**config.mk**
```make
export PLATFORM = sky130hd
export DESIGN_NAME = fdc_glue
export DESIGN_NICKNAME = d
export VERILOG_FILES = /design/src/rtl/fdcg_pkg.sv /design/src/rtl/fdcg_decode.sv /design/src/rtl/fdcg_ctrl.sv /design/src/rtl/fdcg_status.sv /design/src/rtl/fdc_glue.sv
export SDC_FILE = /design/constraint.sdc
export NUM_CORES = 1
export LEC_CHECK = 0
export ABC_AREA = 1
export BUFFER_PORTS_ARGS = -buffer_cell sky130_fd_sc_hd__buf_2
export CAP_MARGIN = 20
export CORE_MARGIN = 3
export CORE_UTILIZATION = 25
export DETAILED_ROUTE_END_ITERATION = 8
export PLACE_DENSITY = 0.63
export SLEW_MARGIN = 20
export SYNTH_ARGS = -nofsm -noshare
export SYNTH_HDL_FRONTEND = slang
export SYNTH_SLANG_ARGS = --single-unit
```
**constraint.sdc**
```tcl
create_clock -name clk -period 2.5 [get_ports clk]
set_input_delay 0.125 -clock clk [delete_from_list [all_inputs] [get_ports clk]]
set_output_delay 0.125 -clock clk [all_outputs]
set_load 0.01 [all_outputs]
```
**src/rtl/fdcg_pkg.sv**
```systemverilog
package fdcg_pkg;
  typedef struct packed {
    logic       eprom_n;
    logic [1:0] drive;
    logic       side;
    logic       sden;
    logic       div;
    logic       romdis_n;
    logic       ien;
  } ctrl_t;

  localparam logic [3:0] CTRL_NIB = 4'h4;
  localparam logic [3:0] DRQ_NIB  = 4'h8;
endpackage

```
**src/rtl/fdcg_decode.sv**
```systemverilog
module fdcg_decode #(
  parameter int ADDR_W = 16,
  parameter logic [15:0] BASE = 16'h0310
) (
  input  logic              bus_en,
  input  logic [ADDR_W-1:0] addr,
  output logic              hit_fdc,
  output logic              hit_ctrl,
  output logic              hit_drq,
  output logic [1:0]        reg_idx
);
  import fdcg_pkg::*;
  localparam logic [ADDR_W-5:0] PAGE = BASE[ADDR_W-1:4];

  logic       in_page;
  logic [3:0] nib;

  always_comb begin
    in_page  = bus_en && (addr[ADDR_W-1:4] == PAGE);
    nib      = addr[3:0];
    hit_fdc  = in_page && (nib[3:2] == 2'b00);
    hit_ctrl = in_page && (nib == CTRL_NIB);
    hit_drq  = in_page && (nib == DRQ_NIB);
    reg_idx  = addr[1:0];
  end
endmodule

```
**src/rtl/fdcg_ctrl.sv**
```systemverilog
module fdcg_ctrl #(
  parameter int NDRV = 4,
  parameter logic [7:0] RST_VAL = 8'h86
) (
  input  logic              clk,
  input  logic              rst_n,
  input  logic              wr,
  input  logic [7:0]        wdata,
  output fdcg_pkg::ctrl_t   ctrl,
  output logic [NDRV-1:0]   drive_en
);
  import fdcg_pkg::*;
  ctrl_t q;

  always_ff @(posedge clk) begin
    if (!rst_n)  q <= ctrl_t'(RST_VAL);
    else if (wr) q <= ctrl_t'(wdata);
  end

  assign ctrl = q;

  for (genvar i = 0; i < NDRV; i++) begin : g_drv
    assign drive_en[i] = (q.drive == i[1:0]);
  end
endmodule

```
**src/rtl/fdcg_status.sv**
```systemverilog
module fdcg_status (
  input  logic       rd_ctrl,
  input  logic       rd_drq,
  input  logic       intrq,
  input  logic       drq,
  input  logic       ien,
  output logic       irq_n,
  output logic [7:0] rdata
);
  logic gated_n;

  always_comb begin
    gated_n = ~(intrq & ien);
    irq_n   = gated_n;
    rdata   = 8'h00;
    if (rd_ctrl)     rdata[7] = gated_n;
    else if (rd_drq) rdata[7] = ~drq;
  end
endmodule

```
**src/rtl/fdc_glue.sv**
```systemverilog
module fdc_glue #(
  parameter int ADDR_W = 16,
  parameter logic [15:0] BASE = 16'h0310,
  parameter int NDRV = 4,
  parameter logic [7:0] RST_VAL = 8'h86
) (
  input  logic              clk,
  input  logic              rst_n,
  input  logic              bus_en,
  input  logic              bus_we,
  input  logic [ADDR_W-1:0] addr,
  input  logic [7:0]        wdata,
  output logic [7:0]        rdata,
  input  logic              fdc_intrq,
  input  logic              fdc_drq,
  output logic              fdc_cs_n,
  output logic [1:0]        fdc_reg,
  output logic              io_ovr,
  output logic              cpu_irq_n,
  output logic [NDRV-1:0]   drive_en,
  output logic              side,
  output logic              single_den,
  output logic              sep_div,
  output logic              rom_dis_n,
  output logic              eprom_sel_n,
  output logic              irq_en
);
  import fdcg_pkg::*;

  logic  hit_fdc, hit_ctrl, hit_drq;
  logic  ctrl_wr;
  ctrl_t ctrl_q;

  fdcg_decode #(.ADDR_W(ADDR_W), .BASE(BASE)) u_dec (
    .bus_en(bus_en), .addr(addr), .hit_fdc(hit_fdc),
    .hit_ctrl(hit_ctrl), .hit_drq(hit_drq), .reg_idx(fdc_reg)
  );

  assign ctrl_wr = hit_ctrl && bus_we;

  fdcg_ctrl #(.NDRV(NDRV), .RST_VAL(RST_VAL)) u_ctrl (
    .clk(clk), .rst_n(rst_n), .wr(ctrl_wr), .wdata(wdata),
    .ctrl(ctrl_q), .drive_en(drive_en)
  );

  fdcg_status u_stat (
    .rd_ctrl(hit_ctrl && !bus_we), .rd_drq(hit_drq && !bus_we),
    .intrq(fdc_intrq), .drq(fdc_drq), .ien(ctrl_q.ien),
    .irq_n(cpu_irq_n), .rdata(rdata)
  );

  assign fdc_cs_n    = ~hit_fdc;
  assign io_ovr      = hit_fdc | hit_ctrl | hit_drq;
  assign side        = ctrl_q.side;
  assign single_den  = ctrl_q.sden;
  assign sep_div     = ctrl_q.div;
  assign rom_dis_n   = ctrl_q.romdis_n;
  assign eprom_sel_n = ctrl_q.eprom_n;
  assign irq_en      = ctrl_q.ien;
endmodule

```
# Word level (Yosys, flattened, before mapping)
# Cells that the tools add are included.
# op_classes
n_bitwise	6
mux	2
n_eq_ne	6
reduce_logical	10
# ops
operator	count
$eq A12 B6 Y1 const B	1
$logic_and A1 B1 Y1	7
$eq A2 B2 Y1 const B	2
$eq A4 B3 Y1 const B	1
$eq A4 B4 Y1 const B	1
$logic_not A2 Y1	2
$not A1 Y1	3
$eq A2 B1 Y1 const B	1
$mux W1	2
$or A1 B1 Y1	2
$and A1 B1 Y1	1
$logic_not A1 Y1	1
# totals
register_bits	8
inputBits	30
elab_cells	31

# Depth between registers and ports, before layout
# Gate-level depths: netlist of run 1.
# depth
ltp_word	6
ltp_mapped	9
mapped_depth_nobuf	9

# Cells and area by module
# A second synthesis of run 1 with hierarchy kept.
# unflattened
hier_cells	102
area_unflattened_um2	576.8
# by_module_without_submodules
mod	area_per_inst_um2	cells_per_inst	n_inst
fdcg_ctrl	337.8	52	1
fdcg_decode	120.1	27	1
fdcg_status	82.6	14	1
fdc_glue	36.3	9	1

# Least setup slack after synthesis of run 1
# OpenSTA, ideal clock, no wires.
# synth_path
path_kind	in2out
from	input addr[1]
to	output rdata[7]
required_time_ps	2375
path_stages	6
path_slack_ps	1418
arrival_ps	957
n_path_buf	0
cell_sequence	or2_1 > nor2_2 > nand3_1 > nand2_1 > nand2_1 > nor2_1
# synth_between
elab_chain_cells	5
word_cells_on_any_way	8
classes_between	2 x eq/ne; 2 x mux; 4 x reduce/logical
# synth_lines
item	line	rtl
start, declared	fdc_glue.sv:11	input logic [ADDR_W-1:0] addr,
$eq A4 B4 Y1	fdcg_decode.sv:23	hit_drq = in_page && (nib == DRQ_NIB);
$logic_and A1 B1 Y1	fdcg_decode.sv:23	
$logic_and A1 B1 Y1	fdc_glue.sv:47	.rd_ctrl(hit_ctrl && !bus_we), .rd_drq(hit_drq && !bus_we),
$mux W1	fdcg_status.sv:17	else if (rd_drq) rdata[7] = ~drq;
$mux W1 *	fdcg_status.sv:16	if (rd_ctrl) rdata[7] = gated_n;
end, declared	fdc_glue.sv:13	output logic [7:0] rdata,
# Every way passes the cells marked *; elsewhere a longest branch is shown, timed or not.

# Final worst setup path of run 1
# Ends and elaborated chain as after synthesis.

==> impl_results.md, run 1 <==
- RSZ-0062 raised after global routing: no
- Vias/cell: 4.049
- Wire per inst: 8.685 um
- Hold Path End: u_ctrl.ctrl[7]$_SDFFE_PN1P_
- Mapped Area: 590.6 um^2
- Cells after Synth: 92
- Worst setup SP type: input pin
- CP Max Fanout: 4
- Initial antenna violation count: 0
- TritonCTS Buffers: 3
- Max Root-Sink Buffers: 2
- Worst clock skew: 0 ns
- Hold Crit Depth: 3
- Post-synth top area share: 27.12%
- Yosys top cell by area: dfxtp_1
- Top Layer Used: met3
- Count of different cell masters after synthesis: 16
- Antenna viol nets, final: 0
- Floorplan Core Area: 2102 um^2
- Sequential fraction of the synthesis area: 27.12%
- Setup TNS: 0 ns
- Pleak: 0.0004905 uW
- DP HPWL: 1222 um
- Flop2flop setup slack: 1.83 ns
- Die Wd: 54.61 um
- Placed cell area: 778.2 um^2
- Crit end category: primary output
- Max IR drop VDD: 0.2465 mV
- Post-CTS setup buffers: 0
- WP depth: 9
- Met3 wire length: 173 um
- # resized after CTS: 0
- Reg-to-Reg End: u_ctrl.ctrl[6]$_SDFFE_PN0P_
- Final nets: 167
- Clock root cell: clkbuf_4
- Clock sinks: 8
- GP Congestion: 0.6471
- Metal2 WL: 668 um
- Worst-path cell chain: buf_2 > or2_1 > nor2_2 > nand3_1 > nand2_1 > nand2_1 > inv_1 > nor2_1 > buf_2
- Area Overhead vs Synth: 35.59%
- Placement Setup Slack: 1.226 ns
- Num ports: 53
- Hold wc startpoint: wdata[7]
- WL final: 1407 um
- Global-route usage over all layers: 10.19%
- #FFs+latches synth: 8
- Final instance area: 800.8 um^2
- Vias: 656
- Share of post-route cells with drive strength above 1: 40.74%
- Worst Path Arrival: 1.16 ns
- Slowest cell on crit path: or2_1
- Reg2Reg Depth: 4
- Final Hold Viols: 0
- Die height: 54.61 um
- Starting Density: 28.10%
- Drc violations: 0
- Clock Pin Slew Worst Setup and Hold Paths: 0.05 ns
- CP required: 2.38 ns
- Peak Freq: 0.7781 GHz
- Slowest stage delay, CP: 0.25 ns
- DIE AREA: 2982 um^2
- Crit Path Class: input pin to primary output
- Max cap viols: 0
- CP delay by family, top: simple AND/OR/NAND/NOR gates
- CTS tree: yes
- WHS: 0.07499 ns
- CTS Hold Bufs: 0
- PortBufs: 45
- Average size of a mapped cell: 6.419 um^2
- Ant diodes: 0
- Max reg flops: 8
- Tmin final: 1.285 ns
- M1 wire length: 564 um
- First DRT Iteration DRCs: 16
- Slew Viols, Final: 0
- Gr ovfl total: 0
- Power per cell area: 334.2 nW/um^2
- Hold Path Class: input pin to flop
- Final worst slack: 1.215 ns
- Fin crit share: 51.41%
- # setup viols final: 0
- Synth area leaders: dfxtp_1, nand2_1, nor2_1, buf_4, inv_1
- Worst Path Buf+Inv: 3
- R2r startpoint: u_ctrl.ctrl[6]$_SDFFE_PN0P_
- Worst-Skew Late Latency: 0.25 ns
- TritonRoute pass-1 iters: 4
- Site row count: 16
- Warning count from the yosys run: 0
- H-tree depth: 1
- Status: completed
- First-pass GRT wire length: 2194 um
- Largest net degree at the start of global routing: 14
- Vias in the first global route: 549
[synth_stat cells]
cell and number:
nor2_1 20, dfxtp_1 8, nor2_2 1, buf_6 1, nand2_1 23, nand3_1 6, conb_1 1, nand4_4 1
nand2_2 2, buf_8 1, buf_4 9, nand4_1 3, or2_1 1, or2_4 1, nor2_4 2, inv_1 12
[tightest hold or removal path, cell delays in order]
cell and delay, ns:
buf_2 0.08, nand2_1 0.04, nand3_1 0.05
[layout by cell type (no fill, tap or decap), types with 2 or more instances in the layout]
| cell | n |
|---|---|
| nand4_1 | 3 |
| inv_1 | 12 |
| conb_1 | 7 |
| nor2_1 | 20 |
| nand2_2 | 2 |
| clkbuf_4 | 3 |
| buf_2 | 45 |
| dfxtp_1 | 8 |
| nor2_4 | 2 |
| nand3_1 | 6 |
| nand2_1 | 23 |
[through the flow]
step / power (uW) / instances / utilization [%]
after floorplan: 160.2 / 98 / -
after global placement: 172.5 / 159 / 37.02
after detailed placement: 173.4 / 159 / 37.02
after CTS: 275.9 / 162 / 38.10
after global routing: 291.3 / 162 / 38.10
final: 267.6 / 162 / 38.10
[worst max path at each step]
stage / from / endpoint / slack [ns]
after floorplan: addr[1] / rdata[7] / 1.42
after global placement: addr[1] / rdata[7] / 1.24
after detailed placement: addr[1] / rdata[7] / 1.23
after CTS: addr[1] / rdata[7] / 1.22
after global routing: addr[13] / rdata[7] / 1.08
final: addr[1] / rdata[7] / 1.21
[routing by layer]
metal	vias to the layer above	GRT usage, %
li1	350	-
met1	270	10.78
met2	36	17.91
met3	0	5.722
met4	0	1.245
met5	-	0
[final cells by class]
class | count | area [um^2]
Tap cell | 27 | 33.78
Clock buffer | 3 | 22.52
Timing Repair Buffer | 45 | 225.2
Inverter | 12 | 45.04
Multi-Input combinational cell | 67 | 314.1
Sequential cell | 8 | 160.2
Fill cell | 238 | 1301
[report_power, final]
group / total [uW] / switching, uW / internal [uW] / leakage, uW
sequential: 128 / 0.000682 / 128 / 0.0000645
clock: 96.9 / 42.1 / 54.8 / 0.0000138
combinational: 43.1 / 22.0 / 21.2 / 0.000412
[cell families (layout without fill, tap and decap cells)]
kind of cell | count (synthesis) | count (layout) | share of synthesized area (%)
flip-flops | 8 | 8 | 27.12
other | 1 | 7 | 0.6350
buffers and inverters | 23 | 60 | 23.51
AND/OR/NAND/NOR | 60 | 60 | 48.73
No activity file was read; power rests on OpenSTA's default activity.
==> inputs of run 2 (changes only) <==
==> constraint.sdc (replaced) <==
create_clock -name clk -period 1.3 [get_ports clk]
set_input_delay 0.065 -clock clk [delete_from_list [all_inputs] [get_ports clk]]
set_output_delay 0.065 -clock clk [all_outputs]
set_load 0.01 [all_outputs]
==> impl_results.md, run 2 (synthesis gave the netlist of run 1 again) <==
- CP required: 1.24 ns (-1.14 ns)
- GP Congestion: 0.6852 (+5.9%)
- Final nets: 167 (unchanged)
- First DRT Iteration DRCs: 7 (-9)
- RSZ-0062 raised after global routing: no
- PortBufs: 45 (unchanged)
- Share of post-route cells with drive strength above 1: 41.48% (+0.74 points)
- CTS Hold Bufs: 0 (unchanged)
- Power per cell area: 645.9 nW/um^2 (+93%)
- Status: completed
- Max IR drop VDD: 0.6419 mV (+160%)
- Slowest stage delay, CP: 0.33 ns (+0.08 ns)
- Worst setup SP type: flop
- Max cap viols: 0 (unchanged)
- Worst-Skew Late Latency: 0.25 ns (about the same)
- TritonCTS Buffers: 3 (unchanged)
- Fin crit share: 88.75%
- Global-route usage over all layers: 10.24% (+0.051 points)
- Crit Path Class: flop to primary output
- Commonest cells after routing, fill and taps aside: buf_2, nand2_1, nor2_1
- Pleak: 0.0004906 uW (about the same)
- Drc violations: 0 (unchanged)
- Area Overhead vs Synth: 36.44%
- Switch share: 24.73% (+0.78 points)
- Ant diodes: 0 (unchanged)
- Worst clock skew: 0 ns (unchanged)
- Slew Viols, Final: 0 (unchanged)
- Final Hold Viols: 0 (unchanged)
- Wire per inst: 8.994 um (+3.6%)
- # setup viols final: 0 (unchanged)
- First-pass GRT wire length: 2173 um (-0.96%)
- Largest net degree at the start of global routing: 14 (unchanged)
- Starting Density: 28.10% (unchanged)
- P_int: 391.8 uW (+92%)
- Tmin final: 1.154 ns
- Site row count: 16 (unchanged)
- Vias: 651 (-0.76%)
- DIE AREA: 2982 um^2 (unchanged)
- Commonest non-fill, non-tap cell in the layout: buf_2
- WHS: 0.01559 ns (-0.05940 ns)
- Hold Path Class: input pin to flop
- Floorplan Core Area: 2102 um^2 (unchanged)
- Setup TNS: 0 ns (unchanged)
- Psw: 128.7 uW (+100%)
- CTS tree: yes
- Num ports: 53 (unchanged)
- Crit path top cell by count: nand2_1
- Die Wd: 54.61 um (unchanged)
- Initial antenna violation count: 0 (unchanged)
- H-tree depth: 1 (unchanged)
- Clock sinks: 8 (unchanged)
- Peak Freq: 0.8668 GHz
- WL final: 1457 um (+3.6%)
- Comb power frac: 16.1% (about the same)
- Die height: 54.61 um (unchanged)
- TritonRoute pass-1 iters: 4 (unchanged)
- Worst Path Arrival: 1.09 ns (-0.07 ns)
- CP Max Fanout: 3 (-1)
- Vias in the first global route: 541 (-1.5%)
- Worst Path Buf+Inv: 2 (-1)
- Vias/cell: 4.019 (-0.76%)
- Crit end category: primary output
- Clk pwr share: 36.8% (+0.6 points)
- Sequential share of power: 47.1% (-0.6 points)
- Gr ovfl total: 0 (unchanged)
- Max Root-Sink Buffers: 2 (unchanged)
- Max reg flops: 8 (unchanged)
- Clock Pin Slew Worst Setup and Hold Paths: 0.05 ns (about the same)
- CP delay by family, top: simple AND/OR/NAND/NOR gates
- DP HPWL: 1228 um (+0.43%)
- Antenna viol nets, final: 0 (unchanged)
- Worst-path cell chain: nand2_1 > nand4_1 > nand2_1 > inv_1 > nor2_1 > buf_2
- Clock root cell: clkbuf_4
- Slowest cell on crit path: dfxtp_1
[run 2: cell counts in the layout (fill, tap and decap cells not counted)]
No cell type changed its count.
[run 2: per-layer routing]
layer	wire length (um)	global-route usage, %
met1	584	10.93
met2	714	18.50
met3	159	4.087
met4	0	2.490
met5	0	0
[run 2: per-stage QoR]
| step | worst slack (ns) | utilization [%] | instances | cell area (um^2) | total power, uW |
|---|---|---|---|---|---|
| 2_1_floorplan | 0.3272 | - | 98 | 613.1 | 308.1 |
| 3_3_place_gp | 0.1540 | 37.02 | 159 | 778.2 | 331.4 |
| 3_5_place_dp | 0.1192 | 37.02 | 159 | 778.2 | 333.9 |
| 4_1_cts | 0.1204 | 38.10 | 162 | 800.8 | 531.4 |
| 5_1_grt | 0.03484 | 38.33 | 162 | 805.8 | 557.3 |
| 6_report | 0.1463 | 38.33 | 162 | 805.8 | 520.5 |
[run 2: tightest hold or removal path: cells and delay by family]
family        cells  cell delay (ns)
simple gates      2             0.09
buf+inv           1             0.07
[run 2: repair_timing]
item,CTS,global route
endpoints found under the setup margin,0,1
gates resized for setup,0,1
endpoints found under the hold margin,0,0
setup buffers,0,0
[run 2: area by class of cell]
type,instances,area (um^2)
repair buffers,45,225.2
well taps,27,33.78
flip-flops and latches,8,160.2
clock buffers,3,22.52
fillers,248,1296
inverters,12,45.04
multi-input cells,67,319.1
[run 2: power by group through the flow]
stage	clock network, uW	logic (uW)	registers, uW
2_1_floorplan	0	57.5	251
6_report	192	83.6	245
3_3_place_gp	0	80.8	251
3_5_place_dp	0	83.4	251
5_1_grt	218	94.3	245
4_1_cts	202	83.8	245
[run 2: path summary, 6_finish.rpt]
check | start | endpoint | slack, ns | cells after the start
min | wdata[1] | u_ctrl.ctrl[1]$_SDFFE_PN1P_ | 0.02 | 3
max | u_ctrl.ctrl[0]$_SDFFE_PN0P_ | rdata[7] | 0.15 | 6
max reg2reg | u_ctrl.ctrl[6]$_SDFFE_PN0P_ | u_ctrl.ctrl[6]$_SDFFE_PN0P_ | 0.63 | 4
min reg2reg | u_ctrl.ctrl[1]$_SDFFE_PN1P_ | u_ctrl.ctrl[1]$_SDFFE_PN1P_ | 0.48 | 2
==> inputs of run 3 (changes only) <==
--- a/config.mk
+++ b/config.mk
@@ -8,6 +8,7 @@
 export ABC_AREA = 1
 export BUFFER_PORTS_ARGS = -buffer_cell sky130_fd_sc_hd__buf_2
 export CAP_MARGIN = 20
+export CORE_ASPECT_RATIO = 1.75
 export CORE_MARGIN = 3
 export CORE_UTILIZATION = 25
 export DETAILED_ROUTE_END_ITERATION = 8
==> impl_results.md, run 3 (synthesis gave the netlist of run 1 again) <==
- WL final: 1514 um (+3.9%)
- Commonest non-fill, non-tap cell in the layout: buf_2
- DIE AREA: 3004 um^2 (+0.76%)
- Vias in the first global route: 625 (+16%)
- CTS tree: yes
- RSZ-0062 raised after global routing: no
- Max Root-Sink Buffers: 2 (unchanged)
- Starting Density: 27.16% (-0.94 points)
- Worst-Skew Late Latency: 0.24 ns (about the same)
- Largest net degree at the start of global routing: 14 (unchanged)
- Share of post-route cells with drive strength above 1: 40.74% (-0.74 points)
- DP HPWL: 1298 um (+5.7%)
- Max reg flops: 8 (unchanged)
- Vias/cell: 4.226 (+5.2%)
- Area Overhead vs Synth: 35.81%
- Total power: 521.9 uW (+0.28%)
- Drc violations: 0 (unchanged)
- # setup viols final: 0 (unchanged)
- Switch share: 24.89% (+0.17 points)
- Slowest cell on crit path: or2_4
- Die Wd: 42.74 um (-22%)
- Fin crit share: 89.69% (+0.95 points)
- GP Congestion: 0.7915 (+16%)
- Gr ovfl total: 0 (unchanged)
- Sequential share of power: 47.0% (about the same)
- Slowest stage delay, CP: 0.24 ns (-0.09 ns)
- First DRT Iteration DRCs: 10 (+3)
- Peak Freq: 0.8576 GHz (-1.1%)
- Die height: 70.30 um (+29%)
- Clock root cell: clkbuf_4
- CP Max Fanout: 5 (+2)
- Pleak: 0.0004909 uW (about the same)
- Worst clock skew: 0 ns (unchanged)
- Max cap viols: 0 (unchanged)
- Clock sinks: 8 (unchanged)
- Ant diodes: 0 (unchanged)
- Slew Viols, Final: 0 (unchanged)
- Crit Path Class: input pin to primary output
- Final Hold Viols: 0 (unchanged)
- Commonest cells after routing, fill and taps aside: buf_2, nand2_1, nor2_1
- Initial antenna violation count: 0 (unchanged)
- P_int: 392.0 uW (about the same)
- Worst setup SP type: input pin
- Antenna viol nets, final: 0 (unchanged)
- Worst Path Arrival: 1.10 ns (about the same)
- Setup TNS: 0 ns (unchanged)
- Final nets: 167 (unchanged)
- PortBufs: 45 (unchanged)
- Max IR drop VDD: 0.3522 mV (-45%)
- Global-route usage over all layers: 9.386% (-0.86 points)
- Wire per inst: 9.522 um (+5.9%)
- Power per cell area: 650.7 nW/um^2 (+0.75%)
- Floorplan Core Area: 2175 um^2 (+3.5%)
- H-tree depth: 1 (unchanged)
- CP required: 1.24 ns (about the same)
- Vias: 672 (+3.2%)
- Num ports: 53 (unchanged)
- Clk pwr share: 36.6% (-0.2 points)
- Crit end category: primary output
- Clock Pin Slew Worst Setup and Hold Paths: 0.06 ns (about the same)
- TritonRoute pass-1 iters: 4 (unchanged)
- TritonCTS Buffers: 3 (unchanged)
- Tmin final: 1.166 ns (+0.01232 ns)
- Worst-path cell chain: buf_2 > or2_4 > nor2_4 > nand3_1 > nand2_1 > nand2_1 > inv_1 > nor2_1 > buf_2
- Comb power frac: 16.4% (+0.3 points)
- Hold Path Class: input pin to flop
- Status: completed
- Site row count: 22 (+6)
- Psw: 129.9 uW (+0.96%)
- First-pass GRT wire length: 2318 um (+6.7%)
==> run 3: cell count changes in the layout (fill, tap and decap cells not counted) <==
cell     change
nor2_4       +1
nand3_1      +1
nand3_2      -1
nor2_2       -1
==> run 3: final timing paths <==
check	to	depth (start not counted)	slack [ns]	start
setup / recovery	rdata[7]	9	0.13	addr[11]
hold / removal	u_ctrl.ctrl[1]$_SDFFE_PN1P_	3	0.02	wdata[1]
setup reg to reg	u_ctrl.ctrl[5]$_SDFFE_PN0P_	4	0.62	u_ctrl.ctrl[5]$_SDFFE_PN0P_
hold reg to reg	u_ctrl.ctrl[1]$_SDFFE_PN1P_	2	0.48	u_ctrl.ctrl[1]$_SDFFE_PN1P_
==> run 3: power by group through the flow <==
stage                     registers, uW  logic (uW)  clock network, uW
after floorplan                     251        57.5                  0
after global placement              251        81.7                  0
after detailed placement            251        84.0                  0
after CTS                           245        84.1                194
after global routing                245        96.8                208
final                               245        85.6                191
==> run 3: cell type report <==
type / count / area [um^2]
fillers: 263 / 1373
multi-input cells: 67 / 319.1
repair buffers: 45 / 225.2
flip-flops and latches: 8 / 160.2
inverters: 12 / 45.04
well taps: 24 / 30.03
clock buffers: 3 / 22.52
==> run 3: what timing repair did <==
action / CTS / global route
setup endpoints to repair: 0 / 1
hold buffers: 0 / 0
setup buffers: 0 / 0
gates resized for setup: 0 / 1
==> run 3: worst max-delay path, delay by kind of cell <==
kind                   cells  cell delay, ns
buffers and inverters      3            0.28
and+or+nand+nor            6            0.76
==> run 3: per-layer routing <==
layer | global-route usage (%) | up-vias | part of all wire (%)
met3 | 2.835 | 4 | 14
met4 | 3.460 | 0 | 0.92
met1 | 9.598 | 279 | 35
li1 | - | 345 | -
met2 | 17.06 | 44 | 50
met5 | 0 | - | 0
==> run 3: metrics by stage <==
step                      cell area, um^2  setup WS (ns)  cells  hold slack [ns]  utilization, %
after floorplan                     613.1         0.3272     98           0.1782               -
after global placement              774.5         0.1421    156           0.2679           35.62
after detailed placement            774.5        0.09907    156           0.2709           35.62
after CTS                           797.0         0.1186    159          0.01114           36.65
after global routing                802.0        0.03325    159          0.02468           36.88
final                               802.0         0.1340    159          0.01749           36.88
